[src/rtl/gpk_pkg.sv]
package gpk_pkg;

    localparam int QW_W     = 128;
    localparam int DESC_W   = 4;
    localparam int NDESC    = 16;
    localparam int LOOP_W   = 15;
    localparam int NREG_W   = 4;
    localparam int IDX_W    = $clog2(NDESC);
    localparam int SKIP_W   = LOOP_W + NREG_W + 1;
    localparam int DARR_W   = NDESC * DESC_W;

    localparam int LOOP_LSB = 0;
    localparam int EOP_BIT  = 15;
    localparam int FMT_LSB  = 58;
    localparam int NREG_LSB = 60;
    localparam int DESC_LSB = 64;

    typedef enum logic [1:0] {
        FMT_PACKED  = 2'b00,
        FMT_REGLIST = 2'b01,
        FMT_IMAGE   = 2'b10,
        FMT_IMAGE2  = 2'b11
    } fmt_e;

    typedef enum logic [1:0] {
        ST_IDLE,
        ST_TAG,
        ST_PACK,
        ST_SKIP
    } st_e;

    typedef struct packed {
        logic [DARR_W-1:0] descs;
        logic [NREG_W-1:0] nreg_m1;
        logic              eop;
        fmt_e              fmt;
        logic [LOOP_W-1:0] nloop;
        logic [SKIP_W-1:0] skip_len;
    } tag_t;

    function automatic logic [NREG_W:0] nreg_count(logic [NREG_W-1:0] f);
        return (f == '0) ? (NREG_W+1)'(NDESC) : {1'b0, f};
    endfunction

    function automatic logic [SKIP_W-1:0] discard_len(fmt_e f,
                                                      logic [LOOP_W-1:0] nl,
                                                      logic [NREG_W:0] nr);
        logic [SKIP_W-1:0] prod;
        prod = SKIP_W'(nl) * SKIP_W'(nr);
        case (f)
            FMT_PACKED:  return '0;
            FMT_REGLIST: return (prod + SKIP_W'(1)) >> 1;
            default:     return SKIP_W'(nl);
        endcase
    endfunction

endpackage

[src/rtl/gpk_tag_decode.sv]
module gpk_tag_decode
    import gpk_pkg::*;
(
    input  logic [QW_W-1:0] qw,
    output tag_t            tag
);
    logic [NREG_W-1:0] nreg_field;
    logic              unused_gap;

    assign nreg_field = qw[NREG_LSB +: NREG_W];
    assign unused_gap = ^qw[FMT_LSB-1:EOP_BIT+1];

    always_comb begin
        tag.nloop    = qw[LOOP_LSB +: LOOP_W];
        tag.eop      = qw[EOP_BIT];
        tag.fmt      = fmt_e'(qw[FMT_LSB +: 2]);
        tag.nreg_m1  = nreg_field - NREG_W'(1);
        tag.descs    = qw[DESC_LSB +: DARR_W];
        tag.skip_len = discard_len(tag.fmt, tag.nloop, nreg_count(nreg_field));
    end
endmodule

[src/rtl/gpk_desc_sel.sv]
module gpk_desc_sel
    import gpk_pkg::*;
(
    input  logic [DARR_W-1:0] descs,
    input  logic [IDX_W-1:0]  idx,
    output logic [DESC_W-1:0] desc
);
    logic [DESC_W-1:0] slots [NDESC];

    for (genvar g = 0; g < NDESC; g++) begin : g_slot
        assign slots[g] = descs[g*DESC_W +: DESC_W];
    end

    assign desc = slots[idx];
endmodule

[src/rtl/gpk_beat_ctr.sv]
module gpk_beat_ctr
    import gpk_pkg::*;
(
    input  logic              clk,
    input  logic              rst,
    input  logic              load,
    input  logic [NREG_W-1:0] nreg_m1,
    input  logic [LOOP_W-1:0] nloop,
    input  logic              step,
    output logic [IDX_W-1:0]  idx,
    output logic              last_beat
);
    logic [NREG_W-1:0] nm1_q;
    logic [LOOP_W-1:0] loop_rem;
    logic              wrap;

    assign wrap      = (NREG_W'(idx) == nm1_q);
    assign last_beat = wrap && (loop_rem == LOOP_W'(1));

    always_ff @(posedge clk) begin
        if (rst) begin
            idx      <= '0;
            nm1_q    <= '0;
            loop_rem <= '0;
        end else if (load) begin
            idx      <= '0;
            nm1_q    <= nreg_m1;
            loop_rem <= nloop;
        end else if (step) begin
            if (wrap) begin
                idx      <= '0;
                loop_rem <= loop_rem - LOOP_W'(1);
            end else begin
                idx <= idx + IDX_W'(1);
            end
        end
    end

    // descriptor index never passes the register count of the tag
    assert_idx_range_R4: assert property (@(posedge clk) disable iff (rst)
        NREG_W'(idx) <= nm1_q);
endmodule

[src/rtl/gpk_tag_parser.sv]
module gpk_tag_parser
    import gpk_pkg::*;
(
    input  logic              clk,
    input  logic              rst,
    input  logic              arm,
    input  logic              in_valid,
    output logic              in_ready,
    input  logic [QW_W-1:0]   in_data,
    output logic              out_valid,
    input  logic              out_ready,
    output logic [QW_W-1:0]   out_data,
    output logic [DESC_W-1:0] out_desc,
    output logic              out_last,
    output logic              bad_fmt
);
    st_e               st, st_nx;
    tag_t              tag;
    logic [DARR_W-1:0] descs_q;
    logic              eop_q;
    logic [SKIP_W-1:0] skip_rem;
    logic [IDX_W-1:0]  idx;
    logic              last_beat;
    logic              tag_fire, beat_fire, skip_fire;
    st_e               after_pkt;

    gpk_tag_decode u_dec (
        .qw  (in_data),
        .tag (tag)
    );

    gpk_beat_ctr u_ctr (
        .clk       (clk),
        .rst       (rst),
        .load      (tag_fire),
        .nreg_m1   (tag.nreg_m1),
        .nloop     (tag.nloop),
        .step      (beat_fire),
        .idx       (idx),
        .last_beat (last_beat)
    );

    gpk_desc_sel u_sel (
        .descs (descs_q),
        .idx   (idx),
        .desc  (out_desc)
    );

    assign in_ready  = (st == ST_TAG) || (st == ST_SKIP) || ((st == ST_PACK) && out_ready);
    assign out_valid = (st == ST_PACK) && in_valid;
    assign out_data  = in_data;
    assign out_last  = out_valid && last_beat;

    assign tag_fire  = (st == ST_TAG) && in_valid;
    assign beat_fire = out_valid && out_ready;
    assign skip_fire = (st == ST_SKIP) && in_valid;
    assign after_pkt = eop_q ? ST_IDLE : ST_TAG;

    always_comb begin
        st_nx = st;
        case (st)
            ST_IDLE: if (arm) st_nx = ST_TAG;
            ST_TAG: begin
                if (in_valid) begin
                    if (tag.nloop == '0)
                        st_nx = tag.eop ? ST_IDLE : ST_TAG;
                    else if (tag.fmt == FMT_PACKED)
                        st_nx = ST_PACK;
                    else
                        st_nx = ST_SKIP;
                end
            end
            ST_PACK: if (beat_fire && last_beat) st_nx = after_pkt;
            ST_SKIP: if (skip_fire && (skip_rem == SKIP_W'(1))) st_nx = after_pkt;
            default: st_nx = ST_TAG;
        endcase
    end

    always_ff @(posedge clk) begin
        if (rst) begin
            st       <= ST_TAG;
            bad_fmt  <= 1'b0;
            eop_q    <= 1'b0;
            descs_q  <= '0;
            skip_rem <= '0;
        end else begin
            st      <= st_nx;
            bad_fmt <= tag_fire && (tag.fmt != FMT_PACKED);
            if (tag_fire) begin
                eop_q    <= tag.eop;
                descs_q  <= tag.descs;
                skip_rem <= tag.skip_len;
            end else if (skip_fire) begin
                skip_rem <= skip_rem - SKIP_W'(1);
            end
        end
    end

    // a stalled beat keeps its descriptor
    assert_stall_hold_R9: assert property (@(posedge clk) disable iff (rst)
        (out_valid && !out_ready) |=> $stable(out_desc));

    // back-pressure reaches the source in the same cycle
    assert_ready_follow_R9: assert property (@(posedge clk) disable iff (rst)
        out_valid |-> (in_ready == out_ready));

    // after the final beat the next quadword is never a payload beat
    assert_last_ends_R5: assert property (@(posedge clk) disable iff (rst)
        (out_valid && out_ready && out_last) |=> !out_valid);

    // idle holds off input until re-armed
    assert_idle_hold_R7: assert property (@(posedge clk) disable iff (rst)
        ((st == ST_IDLE) && !arm) |=> !in_ready);

    // an unsupported tag produces no output beat
    assert_bad_no_out_R8: assert property (@(posedge clk) disable iff (rst)
        bad_fmt |-> !out_valid);

    // the flag is a single-cycle pulse
    assert_bad_pulse_R8: assert property (@(posedge clk) disable iff (rst)
        bad_fmt |=> !bad_fmt);
endmodule

[config.mk]
export PLATFORM = sky130hd
export DESIGN_NAME = gpk_tag_parser
export DESIGN_NICKNAME = d
export VERILOG_FILES = /design/src/rtl/gpk_pkg.sv /design/src/rtl/gpk_tag_decode.sv /design/src/rtl/gpk_desc_sel.sv /design/src/rtl/gpk_beat_ctr.sv /design/src/rtl/gpk_tag_parser.sv
export SDC_FILE = /design/constraint.sdc
export NUM_CORES = 1
export LEC_CHECK = 0
export BUFFER_PORTS_ARGS = -buffer_cell sky130_fd_sc_hd__clkbuf_2
export CAP_MARGIN = 30
export CELL_PAD_IN_SITES_DETAIL_PLACEMENT = 1
export CELL_PAD_IN_SITES_GLOBAL_PLACEMENT = 1
export CORE_MARGIN = 1.5
export CORE_UTILIZATION = 38
export DETAILED_ROUTE_END_ITERATION = 10
export MAX_ROUTING_LAYER = met4
export PLACE_DENSITY_LB_ADDON = 0.1
export SYNTH_ARGS = -nofsm -noshare
export SYNTH_HDL_FRONTEND = slang
export SYNTH_SLANG_ARGS = --single-unit
[constraint.sdc]
create_clock -name clk -period 5.63 [get_ports clk]
set_input_delay 0.563 -clock clk [delete_from_list [all_inputs] [get_ports clk]]
set_output_delay 0.563 -clock clk [all_outputs]
set_load 0.05 [all_outputs]
==> summary.txt, run 1 <==
Global routing
  • GRT overflow: 0
  • Pin count of the biggest net entering global routing: 84
  • GRT Total Usage: 0.2255
  • First-pass GRT wire length: 41250 um
  • Vias in the first global route: 7547
  • Initial antenna violation count: 0

Clock tree
  • TritonCTS buffer count: 9
  • Hold buffers post-CTS: 0
  • TritonCTS Sinks: 111
  • Clock input transition at the sequential cells of the worst setup and hold paths: 0.08 ns
  • Cell chosen for the clock root: clkbuf_16
  • Worst-skew pair later-pin latency: 0.36 ns
  • Post-CTS Setup Repair Bufs: 0
  • # resized after CTS: 0
  • CTS H-tree depth: 3
  • TritonCTS clock tree: done
  • Max Root-Sink Buffers: 2

Synthesis
  • Top cells by area, synth: dfxtp_1, buf_4, fa_1, nand2_1, a21oi_1
  • Yosys warns: 0
  • Syn Area/Cell: 7.995 um^2
  • Async SR Flop Fraction: 0
  • Post-synth EDFFs: 0
  • Cell Area, Synth: 8755 um^2
  • Post-Syn Nets: 1302
  • Share of the yosys chip area belonging to registers: 0.2538
  • Largest area contributor in the netlist: dfxtp_1
  • Most used flip-flop cell after synthesis: dfxtp_1
  • Post-Syn Instances: 1095
  • Post-synthesis register bit count: 111
  • Top cell type's share of synthesized area: 0.2538
  • Synth cell types: 60

Critical path
  • Crit Path Class: input port to flip-flop
  • Critical Path Start: in_data[60]
  • Flop-to-flop setup slack: 2.29 ns
  • CP required: 5.88 ns
  • Arrival @ worst endpoint: 5.35 ns
  • CP max FO: 12
  • CP Capture Type: flip-flop
  • Worst reg-to-reg path cell count: 8
  • Critical Path Source Type: input port
  • Crit Reg-Reg Endpoint: u_ctr.loop_rem[10]
  • Worst r2r src: u_ctr.idx[0]

Die
  • Die width: 154.8 um
  • Die area: 23960 um^2
  • Chip Height: 154.8 um
  • Io pins: 269
  • Row count: 55
  • Core Area: 22640 um^2
  • Initial Utilization: 0.3867

Layout
  • Commonest non-fill, non-tap cell in the layout: clkbuf_2
  • Commonest cells after routing, fill and taps aside: clkbuf_2, nand2_1, a21oi_1
  • Area Growth Syn to Fin: 5.860%
  • Fillers: 2811
  • Ant. Diodes: 0
  • Final cell count without fillers: 1404
  • Layout cells sized above 1: 0.2154
  • Nets@finish: 1321

Worst hold path
  • Hold Path Sink: descs_q[53]
  • Hold path depth: 3
  • Worst hold path type: input port to flip-flop
  • Hold_sp: in_data[117]

Power and ir drop
  • Peak VDD IR: 0.1357 mV
  • Pwr Density: 275.8 nW/um^2
  • Leakage: 4.110 nW

Detailed routing
  • DRC violations left: 0
  • Drt initial violations: 288
  • Post-DRT Antenna Nets: 0
  • Via count: 7577
  • First-pass detailed-route iteration total: 4
  • Routed wire per std cell: 18.52 um
  • Total wire length after detailed routing: 26010 um
  • Vias per std cell: 5.397

STA
  • Max_slew headroom: 0.4126
  • Final setup fails: 0
  • Fmax: 195.9 MHz
  • Worst Skew: 0.006935 ns
  • RSZ-0062 raised after global routing: false
  • Crit path time final: 5.104 ns
  • Setup TNS: 0 ns
  • Crit share post-route: 0.9066
  • Fin. max-slew vios: 0
  • Worst Max-Slew Pin Slew: 0.8812 ns
  • Fin. Hold Viols: 0

Place
  • GPL Wtd Cong: 0.8589
  • IO buf count: 184
  • DP HPWL: 19200 um
  • Cells after DPL: 1387

Run status
  • Outcome: completed

Flow run
  • Max-cap viol count: 0
synthesized netlist by cell type (all sizes together), types with 3 or more instances:
master / count
nor2b: 3
or4: 7
a21o: 9
o22ai: 9
nand2: 181
nor4: 11
nor2: 50
a211oi: 15
mux2i: 3
and3: 4
nand4: 6
nand2b: 9
clkbuf: 49
a22oi: 5
xor2: 14
or3: 7
and2: 63
nand3: 12
dfxtp: 111
o21ai: 27
nor3b: 3
mux4: 20
buf: 140
fa: 39
a31oi: 12
nor3: 23
a32oi: 4
a21oi: 112
inv: 62
ha: 35
o211ai: 6
a221oi: 6
xnor2: 8
where the power goes:
group,switching [W],internal [W]
combinational,0.000649,0.000343
clock,0.000345,0.000316
sequential,0.0000519,0.000851
cell type report:
| cell class | count | area (um^2) | share of cell area |
|---|---|---|---|
| Multi-Input combinational cell | 733 | 5112 | 0.5516 |
| Sequential cell | 111 | 2222 | 0.2398 |
| Timing Repair Buffer | 197 | 1041 | 0.1123 |
| Tap cell | 285 | 356.6 | 0.03848 |
| Inverter | 62 | 232.7 | 0.02511 |
| Clock buffer | 9 | 225.2 | 0.02430 |
| Clock inverter | 7 | 77.57 | 0.008370 |
registers in the layout, summed over array words and instances, names as in the netlist:
signal          count
u_ctr.loop_rem     15
eop_q               1
u_ctr.idx           4
st                  2
descs_q            64
u_ctr.nm1_q         4
skip_rem           20
bad_fmt             1
stage by stage:
stage / hold WS (ns) / utilization / instance area (um^2) / worst slack (ns) / power [W]
after floorplan: 0.4331 / - / 8755 / 0.4325 / 0.001747
after global placement: 0.4402 / 0.3948 / 8937 / 0.3570 / 0.001897
after detailed placement: 0.4461 / 0.3948 / 8937 / 0.1709 / 0.001911
after CTS: 0.4209 / 0.4081 / 9240 / 0.5396 / 0.002577
after global routing: 0.4191 / 0.4093 / 9268 / 0.03062 / 0.002729
final: 0.4330 / 0.4093 / 9268 / 0.5259 / 0.002556
per-layer routing:
layer | up-vias | part of all wire | global-route usage
li1 | 3647 | - | -
met1 | 3725 | 0.46 | 0.2965
met2 | 171 | 0.47 | 0.3653
met3 | 34 | 0.040 | 0.02942
met4 | 0 | 0.023 | 0.06181
met5 | - | 0 | -
how the worst max path moves through the flow:
| stage | endpoint | slack [ns] | cells after the start |
|---|---|---|---|
| floorplan | skip_rem[15] | 0.43 | 19 |
| global placement | skip_rem[15] | 0.36 | 18 |
| detailed placement | skip_rem[18] | 0.17 | 19 |
| global route | skip_rem[18] | 0.03 | 19 |
| finish | skip_rem[18] | 0.53 | 19 |
| CTS | skip_rem[18] | 0.54 | 19 |
critical path, stage by stage:
cell and delay [ns]:
clkbuf_2 0.11, inv_1 0.08, ha_1 0.17, nor3b_1 0.48
buf_4 0.28, and2_1 0.17, fa_1 0.43, fa_1 0.56
inv_1 0.06, fa_1 0.53, inv_1 0.04, ha_1 0.35
a21oi_1 0.19, o21ai_0 0.12, a31oi_1 0.22, a31oi_1 0.22
o41ai_1 0.43, nor4_1 0.10, a211o_1 0.24
cell families after synthesis:
logic type,Yosys count,share of synthesized area
muxes,23,0.05488
adders and majority gates,74,0.1392
AOI/OAI and AO/OA,223,0.1526
buffers and inverters,251,0.1634
DFF,111,0.2538
and+or+nand+nor,391,0.2141
xor gates and xnor gates,22,0.02201
Note: power is estimated with default switching activity, not from simulation.
==> run 2: changes to the inputs <==
Settings changed: BUFFER_PORTS_ARGS -buffer_cell sky130_fd_sc_hd__clkbuf_2 to not set, CORE_UTILIZATION 38 to 47, DONT_BUFFER_PORTS set to 1.
==> run 2 against run 1 <==
  * The flow now finishes with violations (design-rule violations)
  * Highest routed layer unchanged
  * Clock power down 4.5%
  * Critical path type unchanged
  * Final cell count down 17%
  * Flip-flop and latch count unchanged
==> summary.txt, run 2 (synthesis gave the netlist of run 1 again) <==
Critical path
  • CP Capture Point: skip_rem[15]
  • Critical-path cell list: inv_1 > ha_1 > nor3b_1 > buf_4 > and2_1 > fa_1 > fa_1 > inv_1 > fa_1 > inv_1 > ha_1 > nand2_1 > or4b_2 > o211ai_1 > o21ai_0 > nor2_1 > mux2i_1 > a31oi_1
  • Worst r2r src: st[1]
  • Worst reg-to-reg path cell count: 8 (unchanged)
  • CP top delay family: adder cells
  • CP Depth: 18 (-1)
  • Arrival @ worst endpoint: 5.06 ns (-0.29 ns)
  • CP max FO: 16 (+4)
  • CP max-delay cell: or4b_2
  • Critical Path Source Type: input port
  • Crit Path Class: input port to flip-flop
  • Crit Reg-Reg Endpoint: u_ctr.loop_rem[10]
  • Critical path's largest stage delay: 0.61 ns (+0.05 ns)
  • Sum of buffers and inverters on the critical path: 4 (-1)
  • Critical Path Start: in_data[60]
  • Flop-to-flop setup slack: 2.23 ns (-0.06 ns)
  • CP required: 5.86 ns (-0.02 ns)
  • CP Capture Type: flip-flop

Clock tree
  • CTS H-tree depth: 3 (unchanged)
  • Post-CTS Setup Repair Bufs: 0 (unchanged)
  • TritonCTS buffer count: 9 (unchanged)
  • Max Root-Sink Buffers: 2 (unchanged)
  • Worst-skew pair later-pin latency: 0.35 ns (about the same)
  • TritonCTS clock tree: done
  • # resized after CTS: 0 (unchanged)
  • Hold buffers post-CTS: 0 (unchanged)
  • TritonCTS Sinks: 111 (unchanged)
  • Clock input transition at the sequential cells of the worst setup and hold paths: 0.08 ns (about the same)
  • Cell chosen for the clock root: clkbuf_16

Run status
  • Outcome: complete, but fails checks
  • Failing checks: design-rule violations

Global routing
  • Pin count of the biggest net entering global routing: 111 (+32%)
  • Initial antenna violation count: 0 (unchanged)
  • GRT Total Usage: 0.2556 (+0.03014)
  • Vias in the first global route: 7165 (-5.1%)
  • GRT overflow: 0 (unchanged)
  • First-pass GRT wire length: 38560 um (-6.5%)

Die
  • Core Area: 18090 um^2 (-20%)
  • Die area: 19450 um^2 (-19%)
  • Initial Utilization: 0.4841 (+0.09737)
  • Row count: 49 (-11%)
  • Io pins: 269 (unchanged)
  • Chip Height: 139.5 um (-9.9%)
  • Die width: 139.5 um (-9.9%)

Detailed routing
  • Vias per std cell: 6.036 (+12%)
  • First-pass detailed-route iteration total: 7 (+3)
  • DRC violations left: 21 (+21)
  • Post-DRT Antenna Nets: 0 (unchanged)
  • Drt initial violations: 376 (+31%)
  • Routed wire per std cell: 20.65 um (+11%)
  • Via count: 6996 (-7.7%)
  • Total wire length after detailed routing: 23930 um (-8.0%)

STA
  • Final setup fails: 0 (unchanged)
  • RSZ-0062 raised after global routing: false
  • Setup TNS: 0 ns (unchanged)
  • Fin. Hold Viols: 0 (unchanged)
  • Fmax: 206.9 MHz (+5.6%)
  • Worst Max-Slew Pin Slew: 0.8326 ns (-0.04857 ns)
  • Max_slew headroom: 0.4419 (+0.02936)
  • Crit share post-route: 0.8585 (-0.04809)
  • Crit path time final: 4.833 ns (-0.2707 ns)
  • Fin. max-slew vios: 0 (unchanged)
  • Worst Skew: 0.008204 ns (+0.001269 ns)

Layout
  • Fillers: 2206 (-22%)
  • Layout cells sized above 1: 0.05699 (-0.1584)
  • Final cell count without fillers: 1159 (-17%)
  • Ant. Diodes: 0 (unchanged)
  • Nets@finish: 1132 (-14%)
  • Number of flip-flops under the largest register name: 64 (unchanged)
  • Largest reg by FF count: descs_q
  • Commonest cells after routing, fill and taps aside: nand2_1, a21oi_1, dfxtp_1
  • Commonest non-fill, non-tap cell in the layout: nand2_1
  • Largest regs: descs_q x64, skip_rem x20, u_ctr.loop_rem x15
  • Area Growth Syn to Fin: -6.160%

Worst hold path
  • Worst hold path type: input port to flip-flop

Flow run
  • Max-cap viol count: 0 (unchanged)

Power and ir drop
  • Peak VDD IR: 0.1521 mV (+12%)
  • Pwr Total: 0.002282 W (-11%)
  • Leakage: 3.314 nW (-19%)
  • Pwr Density: 277.7 nW/um^2 (+0.70%)

Place
  • GPL Wtd Cong: 0.8946 (+4.2%)
  • DP HPWL: 17410 um (-9.3%)
  • IO buf count: 0 (-100%)
  • Cells after DPL: 1142 (-18%)
-- run 2: how the worst min path moves through the flow --
stage,from,endpoint,slack (ns),cells after the start
2_1_floorplan,descs_q[10],descs_q[10],0.43,2
3_3_place_gp,descs_q[25],descs_q[25],0.43,2
3_5_place_dp,descs_q[58],descs_q[58],0.44,2
4_1_cts,rst,descs_q[58],0.27,1
5_1_grt,rst,u_ctr.loop_rem[3],0.26,1
6_report,rst,u_ctr.loop_rem[8],0.28,1
-- run 2: report_power, final --
part,switching [W],internal [W]
clock network,0.000311,0.000320
registers,0.0000518,0.000851
logic,0.000457,0.000290
-- run 2: stage by stage --
stage,instance area [um^2],utilization,worst slack (ns),hold slack [ns]
2_1_floorplan,8755,-,0.4325,0.4331
3_3_place_gp,7911,0.4374,0.5806,0.4347
3_5_place_dp,7911,0.4374,0.4495,0.4420
4_1_cts,8200,0.4534,0.8062,0.2728
5_1_grt,8215,0.4542,0.4751,0.2589
6_report,8215,0.4542,0.7967,0.2800
-- run 2: metal layers --
| layer | up-vias | share of wire | global-route usage |
|---|---|---|---|
| met2 | 167 | 0.47 | 0.4022 |
| met5 | - | 0 | - |
| met3 | 28 | 0.052 | 0.03820 |
| li1 | 3240 | - | - |
| met4 | 0 | 0.018 | 0.05431 |
| met1 | 3561 | 0.46 | 0.3494 |
-- run 2: area by class of cell --
class	instances	area, um^2	share of cell area
clock buffer	10	239.0	0.02909
clock inverter	6	50.05	0.006092
inverter	62	232.7	0.02833
multi-input combinational	733	5117	0.6229
sequential	111	2222	0.2705
tap	229	286.5	0.03488
timing repair buffer	8	67.56	0.008224
-- run 2: worst register-to-register path, cell delays in order (launching register included) --
cell and delay [ns]:
dfxtp_1 0.31, buf_4 0.38, and3b_1 0.58, and2_1 0.45
and2_1 0.40, nand3_1 0.28, nor4_1 0.50, xnor2_1 0.13
a211oi_1 0.28
